## src/rtl/pulse_sweep.sv

```systemverilog
module pulse_sweep #(
  parameter bit ONES_NEG = 1'b1
) (
  input  logic        clk,
  input  logic        rst_n,
  input  logic        cfg_we,
  input  logic [7:0]  cfg_data,
  input  logic        half_tick,
  input  logic [10:0] cur_period,
  output logic [10:0] new_period,
  output logic        period_we,
  output logic        mute
);
  logic        en_q, neg_q, reload_q;
  logic [2:0]  per_q, sh_q, cnt_q;
  logic [10:0] shifted, addend;
  logic [11:0] sum;
  logic        fire, over;

  always_ff @(posedge clk or negedge rst_n) begin
    if (!rst_n) begin
      en_q     <= 1'b0;
      per_q    <= 3'd0;
      neg_q    <= 1'b0;
      sh_q     <= 3'd0;
      cnt_q    <= 3'd0;
      reload_q <= 1'b0;
    end else begin
      if (cfg_we) {en_q, per_q, neg_q, sh_q} <= cfg_data;
      if (half_tick) cnt_q <= (reload_q || cnt_q == 3'd0) ? per_q : cnt_q - 3'd1;
      if (cfg_we) reload_q <= 1'b1;
      else if (half_tick) reload_q <= 1'b0;
    end
  end

  assign fire       = half_tick && (cnt_q == 3'd0);
  assign shifted    = cur_period >> sh_q;
  assign addend     = neg_q ? ~shifted : shifted;
  assign sum        = {1'b0, cur_period} + {1'b0, addend} + {11'd0, neg_q && !ONES_NEG};
  assign over       = !neg_q && sum[11];
  assign mute       = (cur_period < 11'd8) || over;
  assign new_period = sum[10:0];
  assign period_we  = fire && en_q && (sh_q != 3'd0) && !mute;


  reload_set_chk: assert property (@(posedge clk) disable iff (!rst_n)
    cfg_we |=> reload_q);

  div_wrap_chk: assert property (@(posedge clk) disable iff (!rst_n)
    (half_tick && cnt_q == 3'd0) |=> cnt_q == $past(per_q));

  div_dec_chk: assert property (@(posedge clk) disable iff (!rst_n)
    (half_tick && !reload_q && cnt_q != 3'd0) |=> cnt_q == $past(cnt_q) - 3'd1);

  short_mute_chk: assert property (@(posedge clk) disable iff (!rst_n)
    (cur_period < 11'd8) |-> mute);

  neg_no_over_chk: assert property (@(posedge clk) disable iff (!rst_n)
    (neg_q && cur_period >= 11'd8) |-> !mute);

  we_tick_only_chk: assert property (@(posedge clk) disable iff (!rst_n)
    period_we |-> (half_tick && cur_period >= 11'd8));
endmodule

```

## config.mk

```make
export PLATFORM = sky130hd
export DESIGN_NAME = pulse_sweep
export DESIGN_NICKNAME = d
export VERILOG_FILES = /design/src/rtl/pulse_sweep.sv
export SDC_FILE = /design/constraint.sdc
export NUM_CORES = 1
export LEC_CHECK = 0
export CORE_MARGIN = 1
export CORE_UTILIZATION = 50
export CTS_CLUSTER_DIAMETER = 40
export CTS_CLUSTER_SIZE = 14
export DETAILED_ROUTE_END_ITERATION = 8
export PLACE_DENSITY = 0.81
export SYNTH_ARGS = -nofsm -noshare
export SYNTH_HDL_FRONTEND = slang
export SYNTH_SLANG_ARGS = --single-unit
```

## constraint.sdc

```tcl
create_clock -name clk -period 4.2 [get_ports clk]
set_clock_uncertainty 0.1 [all_clocks]
set_input_delay 0.63 -clock clk [delete_from_list [all_inputs] [get_ports clk]]
set_output_delay 0.63 -clock clk [all_outputs]
set_load 0.005 [all_outputs]
```

### Word-level counts from Yosys, hierarchy flattened

Cells that the tools add are included.

| storage, ports and cells | value |
|---|---|
| register bits | 12 |
| input port bits | 23 |
| output and inout bits | 13 |
| word-level logic and storage cells | 27 |

| cells by class | value |
|---|---|
| add/sub/neg operators | 2 |
| $lt $le $gt $ge | 1 |
| shift operators | 1 |
| muxes and demuxes | 4 |
| bitwise gates (word level) | 1 |
| reductions and logical operators | 12 |

Operator list:

| operator | number |
|---|---|
| $add 11x11->12 | 1 |
| $lt 11x4->1 const B | 1 |
| $mux 11 | 1 |
| $not 11->11 | 1 |
| $shr 11x3->11 | 1 |
| $logic_and 1x1->1 | 5 |
| $logic_not 3->1 | 1 |
| $mux 3 | 1 |
| $reduce_bool 3->1 | 1 |
| $sub 3x1->3 const B | 1 |
| $logic_not 1->1 | 2 |
| $logic_or 1x1->1 | 2 |
| $mux 1 | 2 |
| $reduce_bool 2->1 | 1 |

### Logic depth before layout (Yosys ltp)

Gate-level depths: netlist of the first run.

| logic depth | value |
|---|---|
| depth after elaboration | 8 |
| depth in mapped cells | 12 |
| depth with buffers taken out | 11 |

### Worst setup path after synthesis of the first run

OpenSTA, ideal clock, no wires.

| timing path | value |
|---|---|
| kind | input to output |
| start point | input cur_period[7] |
| end point | output new_period[10] |
| arrival | 2.881 ns |
| required time | 3.470 ns |
| setup slack | 0.589 ns |
| stages | 10 |
| buffers on the path | 0 |
| cells stage by stage | mux2i_1 mux4_2 xnor2_1 ha_1 fa_1 a211o_1 a221oi_1 o31ai_1 a21oi_1 xnor2_1 |

| on the way | value |
|---|---|
| cells in the longest elaborated chain, start to end | 4 |

Ends and longest elaborated chain:

| element | RTL line | text |
|---|---|---|
| start, declared | 9 | `input logic [10:0] cur_period,` |
| $shr 11x3->11 | 37 | `assign shifted = cur_period >> sh_q;` |
| $not 11->11 | 38 | `assign addend = neg_q ? ~shifted : shifted;` |
| $mux 11 | 38 |  |
| $add 11x11->12 * | 39 | `assign sum = {1'b0, cur_period} + {1'b0, addend} + {11'd0, neg_q && !ONES_NEG};` |
| end, declared | 10 | `output logic [10:0] new_period,` |

Mark *: on every way between the ends. The rest lies on a longest branch, timed or not.

### Final worst setup path of the first run

| timing path | value |
|---|---|
| start point | register sh_q[0] |
| end point | output mute |

| on the way | value |
|---|---|
| cells in the longest elaborated chain, start to end | 6 |

Ends and longest elaborated chain:

| element | RTL line | text |
|---|---|---|
| start, declared | 15 | `logic [2:0] per_q, sh_q, cnt_q;` |
| start signal, assigned | 29 | `if (cfg_we) {en_q, per_q, neg_q, sh_q} <= cfg_data;` |
| $shr 11x3->11 * | 37 |  |
| $not 11->11 | 38 |  |
| $mux 11 * | 38 |  |
| $add 11x11->12 * | 39 |  |
| $logic_and 1x1->1 * | 40 | `assign over = !neg_q && sum[11];` |
| $logic_or 1x1->1 * | 41 | `assign mute = (cur_period < 11'd8) \|\| over;` |
| end, declared | 12 | `output logic mute` |

Marked as above.

==> results of run 1 <==
-- layout by cell type, fill, tap and decap left out, drive strengths merged, types with 4 or more instances in the layout --
| cell type | instances |
|---|---|
| clkbuf | 5 |
| dfrtp | 12 |
| o21ai | 9 |
| buf | 64 |
| clkdlybuf4s50 | 17 |
| a21o | 4 |
| nor3 | 5 |
| inv | 7 |
| xnor2 | 11 |
| a211oi | 4 |
| ha | 13 |
| mux2 | 12 |
| xor2 | 8 |
| dlygate4sd2 | 7 |
| mux2i | 11 |
| nand2 | 8 |
| clkdlybuf4s15 | 5 |
| a21oi | 15 |
-- metal layers --
layer / GRT usage [%] / part of all wire (%) / wire [µm]
met5: 0 / 0 / 0
met4: 8.21 / 2.6 / 138
met3: 1.86 / 4.5 / 237
met1: 34.0 / 41 / 2140
met2: 56.1 / 52 / 2770
-- repair_timing --
action,in CTS,in global routing
endpoints found under the setup margin,9,8
setup buffers,14,7
endpoints found under the hold margin,0,0
pin swaps,22,24
hold buffers,0,0
resized for setup,48,30
-- state kept, by name, indices dropped and copies added, names as in the netlist --
signal and cells:
cnt_q 3, per_q 3, sh_q 3, en_q 1
neg_q 1, reload_q 1
-- cells in the mapped netlist, types with 2 or more instances --
cell type / number
nand2_1: 8
nor3_1: 5
a31oi_1: 2
inv_1: 7
o21ai_0: 7
o211ai_1: 3
ha_1: 13
a21o_1: 4
nor2_1: 2
nor2b_1: 2
nor4_1: 2
a211oi_1: 4
o21ai_1: 2
a21oi_1: 15
dfrtp_1: 12
xor2_1: 8
mux2_2: 11
mux4_2: 3
xnor2_1: 10
nand2b_1: 2
mux2i_1: 11
clkbuf_1: 4
-- final timing paths --
kind,start,depth (start not counted),endpoint
setup / recovery,sh_q[0],12,mute
hold / removal,per_q[1],1,per_q[1]
setup reg to reg,cnt_q[0],6,cnt_q[0]
hold reg to reg,per_q[1],1,per_q[1]
max in group asynchronous,rst_n,1,sh_q[0]
min in group asynchronous,rst_n,1,per_q[0]
-- kinds of logic (layout without fill, tap and decap cells) --
group,count (synthesis),count (layout),share of synthesized area [%]
adder cells (fa/ha/maj),14,14,12.7
AND/OR/NAND/NOR,23,23,7.98
multiplexers,26,26,21.9
AO/OA/AOI/OAI,46,46,20.3
buffers and inverters,14,106,4.25
flip-flops,12,12,20.8
XOR/XNOR,19,19,12.1
-- area by class of cell --
type                       instances  area, µm²  area share [%]
clock buffer                       4       36.3            1.49
sequential                        12        302            12.4
inverter                           7       26.3            1.08
timing repair buffer              95        800            32.8
multi-input combinational        128       1240            50.7
tap                               31       38.8            1.59
-- per-stage QoR --
stage | cell area (µm²) | hold WS [ps]
floorplan | 1440 | 234
global placement | 2090 | 396
detailed placement | 2090 | 406
CTS | 2280 | 423
global route | 2440 | 452
finish | 2440 | 420
-- power groups by stage --
| stage | Sequential, µW | Combinational, µW | Clock [µW] |
|---|---|---|---|
| floorplan | 140 | 308 | 0 |
| global placement | 147 | 571 | 0 |
| detailed placement | 148 | 589 | 0 |
| CTS | 147 | 650 | 91.9 |
| global route | 148 | 817 | 99.8 |
| finish | 145 | 777 | 89.1 |
==> impl_results.md, run 1 <==
* Nets at between 200 and 300
* Via density at 6.06
* Setup WS post-layout at -154 ps
* Pwr/cell area at 415 nW/µm²
* Synthesized flop and latch total at 12
* Leakage at 0.00112 µW
* CTS H-tree lvls at 1
* Status: finished with violations
* Worst-path maximum fanout at 5
* Root Driver: clkbuf_4
* RSZ-0062 raised after global routing: yes
* Non-filler instance count after layout at roughly 280
* Synth Cell Area at between 1000 and 1500 µm²
* Switching Share at 39.5%
* Gr ovfl total at 0
* Routed wire length at 5290 µm
* Avg Inst Size Synth at 9.37 µm²
* # rows at 19
* F_max at 230 MHz
* First-pass GRT wire length at 7270 µm
* Chip height at 55.7 µm
* Drt pass-1 iters at 4
* CTS max path bufs at 2
* WL/cell at 19.1 µm
* Hpwl dp at 3080 µm
* Number of cells produced by synthesis at 154
* CP Buf/Inv Count at 4
* Max-slew headroom at between 60% and 70%
* Psw at 400 µW
* Cell count after placement at 252
* TritonCTS clock tree: yes
* HP Class: flop to flop
* Max Cap Viol at 0
* Final setup fails at 4
* Largest net degree at the start of global routing at 15
* Register area share after synthesis at 20.8%
* Skew-Pair Late Insertion Delay at 270 ps
* Placement Setup Slack at -597 ps
* Final min period at 4350 ps
* 1st-iter DRT viols at 174
* DRC at 0
* Clock network fraction of total power at roughly 9%
* Synth top area share at 20.8%
* Post-synth EDFFs at 0
* Startpoint Class: flop
* N_diodes at 0
* Total CTS buffers at 3
* Data required time of the worst path at 3470 ps
* Clock sink count at 12
* Area contributors post-synth: dfrtp_1 (21%), ha_1 (11%), mux2_2 (8.6%), mux2i_1 (7.6%), xnor2_1 (6.1%)
* Clk slew on worst S/H paths at 80 ps
* Total Routing Usage GR at 29.0%
* Crit path largest cell delay at 490 ps
* Synth area leader: dfrtp_1
* Starting Density at 52.8%
* Primary FF master, synth: dfrtp_1
* Total power at 1010 µW
* Critical Path AT at 3620 ps
* Failing checks: setup timing
* Combinational share of power at 76.8%
* Sequential share of power at 14.4%
* Die Width at between 50 and 60 µm
* Global placement routability congestion at 0.831
* CP max-delay cell: mux4_2
* Fin crit share at 104%
* Worst R2R Setup Slack at 2650 ps
* Crit. End Element: output port
* Fraction of layout cells with a size suffix above 1 at between 40% and 50%
* Max-slew violation count at 0
* Post-synth cell types at 39
* Ys async rst share at 100%
* Core area at 2730 µm²
* I/O Buffers at 35
* Sum Neg Setup Slack at -299 ps
* Layout overhead on the synthesized area at 69.1%
* IO Count at 36
* Hold Fails Final Rpt at 0
* Tightest Pin Transition at roughly 530 ps
* Synthesized net count at 191
* VDD IR-drop max at 0.454 mV
* Final core occ at 89.2%
* Vias at 1679
* # fillers at between 100 and 150
* Vias in the first global route at 1660
* CP delay by family, top: buffers and inverters
* Die area at 3100 µm²
* Routed Antenna Nets at 0
* WS Path Type: flop to output port
* Internal at 612 µW
* Initial antenna violation count at 0
* Warnings from Yosys at 0
* Cell Chain, Critical Path: buf_6, buf_4, mux2i_1, mux4_2, xnor2_1, ha_1, o211ai_1, o211ai_1, a31oi_1, o21ai_2, buf_4, clkdlybuf4s50_1
(Power assumes the default switching activity.)
==> inputs of run 2 (changes only) <==
- SLEW_MARGIN: default -> 20
==> results of run 2 <==
The final DEF is identical to that of run 1; final timing and power are the same.
